<file path="config.mk">
export PLATFORM = sky130hd
export DESIGN_NAME = lp_state_ctrl
export DESIGN_NICKNAME = d
export VERILOG_FILES = /design/src/rtl/lp_state_pkg.sv /design/src/rtl/lp_next_state.sv /design/src/rtl/lp_seq_guard.sv /design/src/rtl/lp_out_decode.sv /design/src/rtl/lp_state_ctrl.sv
export SDC_FILE = /design/constraint.sdc
export NUM_CORES = 1
export LEC_CHECK = 0
export ABC_AREA = 1
export BUFFER_PORTS_ARGS = -buffer_cell sky130_fd_sc_hd__buf_2
export CAP_MARGIN = 40
export CORE_AREA = 4 4 41 43
export CTS_CLUSTER_SIZE = 12
export DETAILED_ROUTE_END_ITERATION = 6
export DIE_AREA = 0 0 45 47
export GPL_TIMING_DRIVEN = 1
export PLACE_DENSITY_LB_ADDON = 0.25
export SYNTH_ARGS = -nofsm -noshare
export SYNTH_HDL_FRONTEND = slang
export SYNTH_SLANG_ARGS = --single-unit
</file>
<file path="constraint.sdc">
create_clock -name clk_i -period 1.2 [get_ports clk_i]
set_input_delay 0.18 -clock clk_i [delete_from_list [all_inputs] [get_ports clk_i]]
set_output_delay 0.18 -clock clk_i [all_outputs]
set_load 0.03 [all_outputs]
</file>
<file path="src/rtl/lp_state_pkg.sv">
package lp_state_pkg;
  localparam int unsigned STATE_W = 3;

  typedef enum logic [STATE_W-1:0] {
    PS_RUN    = 3'd0,
    PS_HALT   = 3'd1,
    PS_STPGNT = 3'd2,
    PS_SLEEP  = 3'd3,
    PS_DEEP   = 3'd4
  } pstate_e;
endpackage

</file>
<file path="src/rtl/lp_next_state.sv">
module lp_next_state
  import lp_state_pkg::*;
(
  input  pstate_e cur_state_i,
  input  logic    org_halt_i,
  input  logic    halt_i,
  input  logic    wake_i,
  input  logic    stop_req_i,
  input  logic    sleep_req_i,
  input  logic    core_rst_i,
  input  logic    bclk_stopped_i,
  output pstate_e nxt_state_o,
  output logic    nxt_org_halt_o,
  output logic    grant_entry_o
);
  always_comb begin
    nxt_state_o    = cur_state_i;
    nxt_org_halt_o = org_halt_i;
    grant_entry_o  = 1'b0;
    if (core_rst_i) begin
      nxt_org_halt_o = 1'b0;
      if (cur_state_i == PS_STPGNT || cur_state_i == PS_SLEEP || cur_state_i == PS_DEEP)
        nxt_state_o = PS_STPGNT;
      else
        nxt_state_o = PS_RUN;
    end else begin
      case (cur_state_i)
        PS_RUN: begin
          if (stop_req_i) begin
            nxt_state_o    = PS_STPGNT;
            nxt_org_halt_o = 1'b0;
            grant_entry_o  = 1'b1;
          end else if (halt_i) begin
            nxt_state_o = PS_HALT;
          end
        end
        PS_HALT: begin
          if (stop_req_i) begin
            nxt_state_o    = PS_STPGNT;
            nxt_org_halt_o = 1'b1;
            grant_entry_o  = 1'b1;
          end else if (wake_i) begin
            nxt_state_o = PS_RUN;
          end
        end
        PS_STPGNT: begin
          if (!stop_req_i)
            nxt_state_o = org_halt_i ? PS_HALT : PS_RUN;
          else if (sleep_req_i)
            nxt_state_o = PS_SLEEP;
        end
        PS_SLEEP: begin
          if (bclk_stopped_i)
            nxt_state_o = PS_DEEP;
          else if (!sleep_req_i)
            nxt_state_o = PS_STPGNT;
        end
        PS_DEEP: begin
          if (!bclk_stopped_i)
            nxt_state_o = PS_SLEEP;
        end
        default: begin
          // unused codes fall back to running
          nxt_state_o    = PS_RUN;
          nxt_org_halt_o = 1'b0;
        end
      endcase
    end
  end
endmodule

</file>
<file path="src/rtl/lp_seq_guard.sv">
module lp_seq_guard
  import lp_state_pkg::*;
(
  input  logic    clk_i,
  input  logic    rst_ni,
  input  pstate_e cur_state_i,
  input  logic    stop_req_i,
  input  logic    sleep_req_i,
  input  logic    bclk_stopped_i,
  output logic    seq_err_o
);
  logic err_q;

  // both requests dropped in the same bus clock while leaving sleep
  always_ff @(posedge clk_i or negedge rst_ni) begin
    if (!rst_ni) err_q <= 1'b0;
    else         err_q <= (cur_state_i == PS_SLEEP) && !bclk_stopped_i
                          && !sleep_req_i && !stop_req_i;
  end

  assign seq_err_o = err_q;
endmodule

</file>
<file path="src/rtl/lp_out_decode.sv">
module lp_out_decode
  import lp_state_pkg::*;
(
  input  pstate_e state_i,
  output logic    snoop_en_o,
  output logic    core_clk_en_o
);
  always_comb begin
    snoop_en_o    = 1'b0;
    core_clk_en_o = 1'b0;
    case (state_i)
      PS_RUN, PS_HALT: begin
        snoop_en_o    = 1'b1;
        core_clk_en_o = 1'b1;
      end
      PS_STPGNT: snoop_en_o = 1'b1;
      default: ;
    endcase
  end
endmodule

</file>
<file path="src/rtl/lp_state_ctrl.sv">
module lp_state_ctrl
  import lp_state_pkg::*;
(
  input  logic               clk_i,
  input  logic               rst_ni,
  input  logic               halt_i,
  input  logic               wake_i,
  input  logic               stop_req_ni,
  input  logic               sleep_req_ni,
  input  logic               core_rst_ni,
  input  logic               bclk_stopped_i,
  output logic [STATE_W-1:0] state_o,
  output logic               snoop_en_o,
  output logic               stop_ack_o,
  output logic               core_clk_en_o,
  output logic               seq_err_o
);
  pstate_e state_q, state_d;
  logic    org_halt_q, org_halt_d;
  logic    grant_entry, ack_q;
  logic    stop_req, sleep_req, core_rst;

  assign stop_req  = ~stop_req_ni;
  assign sleep_req = ~sleep_req_ni;
  assign core_rst  = ~core_rst_ni;

  lp_next_state u_next (
    .cur_state_i    (state_q),
    .org_halt_i     (org_halt_q),
    .halt_i         (halt_i),
    .wake_i         (wake_i),
    .stop_req_i     (stop_req),
    .sleep_req_i    (sleep_req),
    .core_rst_i     (core_rst),
    .bclk_stopped_i (bclk_stopped_i),
    .nxt_state_o    (state_d),
    .nxt_org_halt_o (org_halt_d),
    .grant_entry_o  (grant_entry)
  );

  always_ff @(posedge clk_i or negedge rst_ni) begin
    if (!rst_ni) begin
      state_q    <= PS_RUN;
      org_halt_q <= 1'b0;
      ack_q      <= 1'b0;
    end else begin
      state_q    <= state_d;
      org_halt_q <= org_halt_d;
      ack_q      <= grant_entry;
    end
  end

  lp_seq_guard u_guard (
    .clk_i          (clk_i),
    .rst_ni         (rst_ni),
    .cur_state_i    (state_q),
    .stop_req_i     (stop_req),
    .sleep_req_i    (sleep_req),
    .bclk_stopped_i (bclk_stopped_i),
    .seq_err_o      (seq_err_o)
  );

  lp_out_decode u_dec (
    .state_i       (state_q),
    .snoop_en_o    (snoop_en_o),
    .core_clk_en_o (core_clk_en_o)
  );

  assign state_o    = state_q;
  assign stop_ack_o = ack_q;


  ack_only_in_grant_chk: assert property (@(posedge clk_i) disable iff (!rst_ni)
    stop_ack_o |-> state_q == PS_STPGNT);


  ack_single_pulse_chk: assert property (@(posedge clk_i) disable iff (!rst_ni)
    stop_ack_o |=> !stop_ack_o);


  clk_off_when_stopped_chk: assert property (@(posedge clk_i) disable iff (!rst_ni)
    (state_q == PS_STPGNT || state_q == PS_SLEEP || state_q == PS_DEEP) |-> !core_clk_en_o);


  snoop_in_halt_chk: assert property (@(posedge clk_i) disable iff (!rst_ni)
    state_q == PS_HALT |-> snoop_en_o);


  deep_from_sleep_chk: assert property (@(posedge clk_i) disable iff (!rst_ni)
    (state_q == PS_DEEP && $past(state_q) != PS_DEEP) |-> $past(state_q) == PS_SLEEP);


  err_after_sleep_chk: assert property (@(posedge clk_i) disable iff (!rst_ni)
    seq_err_o |-> ($past(state_q) == PS_SLEEP && state_q == PS_STPGNT));
endmodule

</file>
==> flow_metrics.tcl, run 1 <==
set metrics [dict create \
    io_pins 15 \
    grt_pass1_wl_mm 2.24 \
    clk_latency_ns 0.26 \
    design.core.area_sq_mm 0.00130 \
    fp.dieW_um 45 \
    ys_ff_latch 6 \
    fin_area_sq_um 736 \
    drt_iter0_markers 10 \
    start_kind "flip-flop" \
    vias 555 \
    post_dp_cell_area_sq_um 606 \
    final_antenna_net_count 0 \
    portBuffers 14 \
    power_density_mw_per_mm2 1540 \
    nets 113 \
    start_util_pct 34.7 \
    crit_path_max_fanout 3 \
    synth_area_leaders "dfrtp_1 33%, nand2_1 22%, inv_1 8.3%" \
    status "finished, violations left" \
    skew_ns 0.0140 \
    critPathKind "reg -> out" \
    grt_overflow 0 \
    synthesis.area_sq_um 452 \
    vias_per_cell 4.66 \
    cp_data_arrival_time_ns 1.13 \
    cts_root_buf "clkbuf_4" \
    leakage_nw 0.413 \
    yosys.area.top_type "dfrtp_1" \
    clk_path_buf_depth 2 \
    slowest_stage "dfrtp_2" \
    syn_nets 83 \
    path_clk_slew_ns 0.06 \
    cts_tree "yes" \
    cts_buffers 3 \
    gp_congestion 0.855 \
    tightest_slew_ns 0.196 \
    layout_commonest_cell "nand2_1" \
    seq_area_sq_um 154 \
    worstSetupStartpoint "state_o[0]" \
    wl_per_cell_um 11.3 \
    dp_slack_ns -0.0584 \
    rows 13 \
    cts_sinks 6 \
    worstPathRequired_ns 1.02 \
    avgSynthCellArea_sq_um 6.02 \
    multi_input_area_sq_um 302 \
    dieArea_sq_mm 0.00212 \
    grtUsageTotal_pct 15.1 \
    critPathMaxStageDelay_ns 0.44 \
    dpl.hpwl_um 990 \
    worstHoldStart "sleep_req_ni" \
    period_needed_ns 1.31 \
    vdd_ir_drop_max_uv 1090 \
    hold_class "in -> reg" \
    fin_setup_tns_ns -0.260 \
    finalWirelength_mm 1.34 \
    yosysSeqAreaShare_pct 33.2 \
    grt_max_degree 8 \
    hold_viol 0 \
    finalSetupViolCount 4 \
    end_kind "output port" \
    die_y_um 47 \
    relSlewSlack_pct 86.9 \
    setup_ws_ns -0.111 \
    rr_startpoint "state_o[0]" \
    drc 0 \
    clock.fmax_ghz 0.763 \
    crit_top_cell "buf_6" \
    synth.distinct_cells 15 \
    final_cell_mix "23 x nand2_1, 10 x buf_2, 9 x inv_1, 9 x nor2_1, 8 x buf_4" \
    drv_slew 0 \
    grt_pass1_vias 541 \
    drive_gt1_share_pct 41.3 \
    fillCellCount 132 \
    path_cells "buf_6, a21oi_4, buf_6" \
    area_delta_synth_final_pct 62.9 \
    rsz0062_at_grt "true" \
    antenna_found_initial 0 \
    violations "setup timing" \
    first_pass_iters 4 \
    yosysTopAreaCellShare_pct 33.2 \
    cts_htree_levels 1 \
    finalCritPeriodShare_pct 109 \
    synthCells 75 \
    antennaDiodeCount 0 \
    yosysWarnings 0 \
    cap_violations 0 \
]
-- final cells by class --
| type | count | area share (%) |
|---|---|---|
| Timing Repair Buffer | 25 | 25.5 |
| Tap cell | 15 | 2.55 |
| Inverter | 12 | 6.46 |
| Multi-Input combinational cell | 57 | 41.0 |
| Clock buffer | 4 | 3.57 |
| Sequential cell | 6 | 20.9 |
-- cells in the mapped netlist (all sizes together) --
library cell  instances
a21oi                 4
dfrtp                 6
inv                  12
nand2                28
nand3                 6
nand3b                2
nand4                 1
nor2                 11
nor3                  1
o21ai                 2
o21bai                1
o22ai                 1
-- worst max-delay path, delay by kind of cell (launching register included) --
| family | cells | cell delay [ns] |
|---|---|---|
| flip-flops | 1 | 0.44 |
| buffers and inverters | 2 | 0.28 |
| AO/OA/AOI/OAI | 1 | 0.15 |
-- kinds of logic after synthesis --
kind of cell,after synthesis,synth area share (%)
flip-flops,6,33.2
AND/OR/NAND/NOR,49,47.1
buffers and inverters,12,9.97
AO/OA/AOI/OAI,8,9.70
-- where the power goes --
part           total, W  internal (W)  switching [W]
logic          0.000647      0.000289       0.000358
registers      0.000271      0.000234      0.0000376
clock network  0.000218      0.000127      0.0000905
total           0.00114      0.000650       0.000486
-- per-stage QoR --
stage | util (%) | instances | hold WS, ns | power (W)
2_1_floorplan | - | 75 | -0.116 | 0.000596
3_3_place_gp | 46.5 | 109 | 0.0113 | 0.000752
3_5_place_dp | 46.5 | 109 | 0.0109 | 0.000756
4_1_cts | 55.4 | 118 | 0.190 | 0.00113
5_1_grt | 56.5 | 119 | 0.231 | 0.00122
6_report | 56.5 | 119 | 0.198 | 0.00114
-- repair_timing --
item                       4_1_cts  5_1_grt
gates resized for setup         15        2
hold endpoints to repair         6        0
buffers inserted                 4        1
pin swaps                        3        1
setup endpoints to repair        7        8
hold buffers                     1        0
-- routing by layer --
metal  wire [um]  share of wire [%]  vias to the layer above  global-route usage, %
met5           0                  0                        -                      0
met4          26                1.9                        0                   8.77
met3          87                6.5                        4                   4.60
met2         668                 50                       19                   26.3
met1         562                 42                      239                   16.2
li1            -                  -                      293                      -
-- final timing paths --
kind                       slack, ns          to  depth (start not counted)
setup / recovery               -0.11  snoop_en_o                          3
hold / removal                  0.20  state_o[1]                          4
setup reg to reg               -0.03  state_o[1]                          8
hold reg to reg                 0.56  org_halt_q                          2
max in group asynchronous       0.75  state_o[2]                          2
min in group asynchronous       0.27  stop_ack_o                          2
-- sequential cells by signal, indices dropped and copies added (netlist names) --
name,flops
org_halt_q,1
u_guard.seq_err_o,1
state_o,3
stop_ack_o,1
(Power assumes the default switching activity.)
==> inputs of run 2 (changes only) <==
--- a/config.mk
+++ b/config.mk
@@ -8,10 +8,14 @@
 export ABC_AREA = 1
 export BUFFER_PORTS_ARGS = -buffer_cell sky130_fd_sc_hd__buf_2
 export CAP_MARGIN = 40
-export CORE_AREA = 4 4 41 43
+export CELL_PAD_IN_SITES_DETAIL_PLACEMENT = 1
+export CELL_PAD_IN_SITES_GLOBAL_PLACEMENT = 2
+export CORE_ASPECT_RATIO = 1.1
+export CORE_MARGIN = 4
+export CORE_UTILIZATION = 25
+export CTS_BUF_LIST = sky130_fd_sc_hd__clkbuf_2
 export CTS_CLUSTER_SIZE = 12
 export DETAILED_ROUTE_END_ITERATION = 6
-export DIE_AREA = 0 0 45 47
 export GPL_TIMING_DRIVEN = 1
 export PLACE_DENSITY_LB_ADDON = 0.25
 export SYNTH_ARGS = -nofsm -noshare
==> flow_metrics.tcl, run 2 (synthesis gave the netlist of run 1 again) <==
set metrics [dict create \
    status "finished, violations left" \
    violations "setup timing" \
    cts_htree_levels 1 \
    finalWirelength_mm 1.56 \
    layout_commonest_cell "nand2_1" \
    grtUsageTotal_pct 13.8 \
    largest_reg_flops 3 \
    hold_class "in -> reg" \
    path_clk_slew_ns 0.08 \
    nets 114 \
    grt_max_degree 8 \
    setup_ws_ns -0.107 \
    period_needed_ns 1.31 \
    power_density_mw_per_mm2 1500 \
    cts_root_buf "clkbuf_2" \
    grt_pass1_vias 582 \
    hold_path_depth 4 \
    tightest_slew_ns 0.167 \
    leakage_nw 0.429 \
    final_cell_mix "20 x nand2_1, 10 x buf_2, 9 x buf_6" \
    skew_ns 0.0203 \
    clk_latency_ns 0.24 \
    rr_startpoint "state_o[1]" \
    clock.fmax_ghz 0.765 \
    worstReg2RegEnd "state_o[1]" \
    design.core.area_sq_mm 0.00163 \
    rsz0062_at_grt "true" \
    die_y_um 52.6 \
    worstPathRequired_ns 1.02 \
    post_dp_cell_area_sq_um 601 \
    clk_path_buf_depth 2 \
    area_delta_synth_final_pct 73.7 \
    drv_slew 0 \
    r2r_cells 8 \
    first_pass_iters 4 \
    drc 0 \
    grt_pass1_wl_mm 2.59 \
    wl_per_cell_um 12.7 \
    start_util_pct 27.7 \
    io_pins 15 \
    antennaDiodeCount 0 \
    cts_buffers 3 \
    drive_gt1_share_pct 51.4 \
    r2r_slack_ns -0.05 \
    hold_viol 0 \
    worstSetupStartpoint "state_o[1]" \
    rows 15 \
    antenna_found_initial 0 \
    fillCellCount 221 \
    relSlewSlack_pct 88.8 \
    fin_area_sq_um 785 \
    portBuffers 14 \
    gp_congestion 0.792 \
    dp_slack_ns -0.0554 \
    finalSetupViolCount 4 \
    drt_iter0_markers 7 \
    finalCritPeriodShare_pct 109 \
    vias_per_cell 4.76 \
    vdd_ir_drop_max_uv 657 \
    crit_path_max_fanout 4 \
    vias 581 \
    cts_tree "yes" \
    finalPower_w 0.00118 \
    crit_path_end "snoop_en_o" \
    grt_overflow 0 \
    dieArea_sq_mm 0.00255 \
    fp.dieW_um 48.5 \
    final_antenna_net_count 0 \
    start_kind "flip-flop" \
    cts_sinks 6 \
    critPathKind "reg -> out" \
    dpl.hpwl_mm 1.21 \
    cp_data_arrival_time_ns 1.13 \
    cap_violations 0 \
    end_kind "output port" \
]
==> run 2: cell types whose count changed in the layout (fill, tap and decap cells not counted), sizes merged <==
cell and change:
buf +1
==> run 2: report_power, final <==
part | internal [W] | total [W] | switching, W
Sequential | 0.000233 | 0.000276 | 0.0000431
Combinational | 0.000334 | 0.000731 | 0.000397
Clock | 0.0000882 | 0.000172 | 0.0000839
Total | 0.000656 | 0.00118 | 0.000524
==> run 2: stage by stage <==
step,hold WS [ns],setup TNS (ns),cells,util [%]
global placement,0.00356,-0.0773,110,36.8
detailed placement,0.00604,-0.114,110,36.8
global route,0.224,-0.590,122,48.0
CTS,0.191,-0.296,121,46.3
floorplan,-0.116,-0.0291,75,-
finish,0.197,-0.281,122,48.0
==> run 2: cell type report <==
type | instances | area [sq um] | share of cell area (%)
Inverter | 12 | 47.5 | 6.06
Clock buffer | 4 | 20.0 | 2.55
Tap cell | 17 | 21.3 | 2.71
Multi-Input combinational cell | 57 | 335 | 42.7
Timing Repair Buffer | 26 | 206 | 26.3
Sequential cell | 6 | 154 | 19.6
==> run 2: timing repair <==
item | in CTS | in global routing
endpoints found under the hold margin | 6 | 0
buffers inserted | 7 | 1
hold buffers | 1 | 0
gates resized for setup | 25 | 7
endpoints found under the setup margin | 6 | 9
pin swaps | 13 | 1
==> run 2: worst min-delay path by stage <==
stage / slack, ns / to / from
3_3_place_gp: 0.004 / u_guard.seq_err_o / rst_ni
3_5_place_dp: 0.006 / u_guard.seq_err_o / rst_ni
6_report: 0.20 / state_o[1] / sleep_req_ni
2_1_floorplan: -0.12 / org_halt_q / rst_ni
5_1_grt: 0.22 / state_o[1] / sleep_req_ni
4_1_cts: 0.19 / state_o[1] / sleep_req_ni
==> run 2: critical path, cell delays in order, from the launching register on <==
cell     delay (ns)
dfrtp_2        0.45
buf_6          0.14
a21oi_4        0.15
buf_6          0.14
==> run 2: per-layer routing <==
metal	global-route usage [%]	vias to the layer above	routed length, um
li1	-	297	-
met1	14.0	269	667
met2	25.0	12	804
met3	3.13	3	56
met4	9.42	0	27
met5	0	-	0
==> inputs of run 3 (changes only) <==
--- a/config.mk
+++ b/config.mk
@@ -5,14 +5,13 @@
 export SDC_FILE = /design/constraint.sdc
 export NUM_CORES = 1
 export LEC_CHECK = 0
-export ABC_AREA = 1
 export BUFFER_PORTS_ARGS = -buffer_cell sky130_fd_sc_hd__buf_2
 export CAP_MARGIN = 40
 export CELL_PAD_IN_SITES_DETAIL_PLACEMENT = 1
 export CELL_PAD_IN_SITES_GLOBAL_PLACEMENT = 2
 export CORE_ASPECT_RATIO = 1.1
 export CORE_MARGIN = 4
-export CORE_UTILIZATION = 25
+export CORE_UTILIZATION = 29
 export CTS_BUF_LIST = sky130_fd_sc_hd__clkbuf_2
 export CTS_CLUSTER_SIZE = 12
 export DETAILED_ROUTE_END_ITERATION = 6
==> flow_metrics.tcl, run 3 <==
set metrics [dict create \
    slowest_stage "dfrtp_2" \
    start_util_pct 31.3 \
    cap_violations 0 \
    hold_viol 0 \
    nets 81 \
    synthesis.area_sq_um 433 \
    synthTopCellsByCount "6 x dfrtp_1, 5 x nor2_1, 4 x mux2_4" \
    yosysWarnings 0 \
    io_pins 15 \
    clock.fmax_ghz 0.671 \
    final_antenna_net_count 0 \
    yosysMostFrequentCell "dfrtp_1" \
    grt_pass1_vias 514 \
    wl_per_cell_um 15.5 \
    vias_per_cell 5.02 \
    setup_ws_ns -0.291 \
    first_pass_iters 1 \
    layout_commonest_cell "buf_2" \
    cts_sinks 6 \
    vdd_ir_drop_max_uv 766 \
    area_delta_synth_final_pct 62.7 \
    cp_data_arrival_time_ns 1.58 \
    period_needed_ns 1.49 \
    grt_overflow 0 \
    antennaDiodeCount 0 \
    synth_area_leaders "dfrtp_1 35%, mux2_4 14%, nor2_1 4.3%" \
    cts_htree_levels 1 \
    rows 14 \
    avgSynthCellArea_sq_um 10.1 \
    rsz0062_at_grt "true" \
    critPathKind "reg -> reg" \
    final_util_pct 50.9 \
    cts_buffers 3 \
    drv_slew 0 \
    design.core.area_sq_mm 0.00138 \
    status "finished, violations left" \
    dieArea_sq_mm 0.00218 \
    ys_async_sr_fraction_pct 100 \
    vias 442 \
    die_y_um 48.5 \
    drt_iter0_markers 0 \
    synth-edff-count 0 \
    fillCellCount 165 \
    power_density_mw_per_mm2 2230 \
    fp.dieW_um 44.8 \
    yosysTopAreaCellShare_pct 34.7 \
    drive_gt1_share_pct 63.9 \
    critPathMaxStageDelay_ns 0.43 \
    placed_cells 78 \
    drc 0 \
    path_clk_slew_ns 0.08 \
    clk_path_buf_depth 2 \
    grtUsageTotal_pct 14.2 \
    end_kind "flip-flop" \
    final_cell_mix "11 x buf_2, 9 x buf_4, 5 x buf_6" \
    yosys.area.top_type "dfrtp_1" \
    path_cells "and4bb_4, a32oi_2, o211ai_2, mux2_4" \
    grt_max_degree 11 \
    stdcell_count 88 \
    finalSetupViolCount 6 \
    skew_ns 0.0180 \
    finalWirelength_mm 1.37 \
    synthCells 43 \
    dpl.hpwl_um 960 \
    largest_reg_flops 3 \
    worstPathRequired_ns 1.28 \
    violations "setup timing" \
    antenna_found_initial 0 \
    relSlewSlack_pct 85.0 \
    syn_nets 51 \
    hold_class "in -> reg" \
    cts_root_buf "clkbuf_2" \
    tightest_slew_ns 0.224 \
    portBuffers 14 \
    synth.distinct_cells 25 \
    crit_path_max_fanout 3 \
    grt_pass1_wl_mm 2.36 \
    cts_tree "yes" \
    finalCritPeriodShare_pct 124 \
    leakage_nw 0.355 \
    start_kind "flip-flop" \
    gp_congestion 0.785 \
    clk_latency_ns 0.22 \
    synthFlopType "dfrtp_1" \
    ys_ff_latch 6 \
    yosysSeqAreaShare_pct 34.7 \
]
==> run 3: cell families (layout without fill, tap and decap cells) <==
kind of cell | after synthesis | count (layout) | synth area share [%]
simple gates | 16 | 16 | 22.5
flops | 6 | 6 | 34.7
mux | 5 | 5 | 16.2
buf+inv | 6 | 35 | 7.51
compound gates | 10 | 10 | 19.1
==> run 3: cell type report <==
class,instances,area (sq um),area share [%]
Timing Repair Buffer,29,236,33.6
Inverter,2,7.51,1.07
Tap cell,16,20.0,2.84
Multi-Input combinational cell,31,267,37.8
Clock buffer,4,20.0,2.84
Sequential cell,6,154,21.8
==> run 3: power breakdown <==
part           switching, W  total (W)  internal, W
clock             0.0000744   0.000163    0.0000885
sequential        0.0000877   0.000349     0.000262
combinational      0.000481    0.00106     0.000575
==> run 3: stage by stage <==
stage / hold WS (ns) / worst slack [ns] / total power, W / TNS, ns / area [sq um]
global placement: 0.00655 / -0.209 / 0.00118 / -0.417 / 604
finish: 0.240 / -0.291 / 0.00157 / -0.844 / 704
global route: 0.229 / -0.358 / 0.00167 / -1.25 / 704
floorplan: -0.116 / -0.311 / 0.000899 / -0.787 / 448
detailed placement: 0.00924 / -0.269 / 0.00121 / -0.522 / 604
CTS: 0.232 / -0.287 / 0.00147 / -0.770 / 676
==> run 3: worst paths after layout <==
kind	startpoint	to	slack [ns]	cells past startpoint
min in group asynchronous	rst_ni	state_o[2]	0.30	2
max reg2reg	state_o[2]	state_o[0]	-0.29	4
max in group asynchronous	rst_ni	state_o[0]	0.72	2
min	sleep_req_ni	u_guard.seq_err_o	0.24	2
min reg2reg	org_halt_q	org_halt_q	0.66	3
max	state_o[2]	state_o[0]	-0.29	4
==> run 3: metal layers <==
metal	up-vias	wire length [um]	part of all wire, %	global-route usage, %
li1	216	-	-	-
met1	213	547	40	17.6
met2	13	740	54	23.9
met3	0	78	5.7	2.96
met4	0	0	0	4.39
met5	-	0	0	0
==> run 3: critical path: cells and delay by family (launching register included) <==
| kind | cells | cell delay, ns |
|---|---|---|
| and+or+nand+nor | 1 | 0.31 |
| muxes | 1 | 0.33 |
| AOI/OAI and AO/OA | 2 | 0.28 |
| DFF | 1 | 0.43 |
==> run 3: repair_timing <==
action / 4_1_cts / 5_1_grt
pin swaps: 1 / 0
hold buffers: 1 / 0
gates cloned: 0 / 0
setup endpoints to repair: 5 / 7
resized for setup: 4 / 8
setup buffers: 4 / 1
hold endpoints to repair: 6 / 0
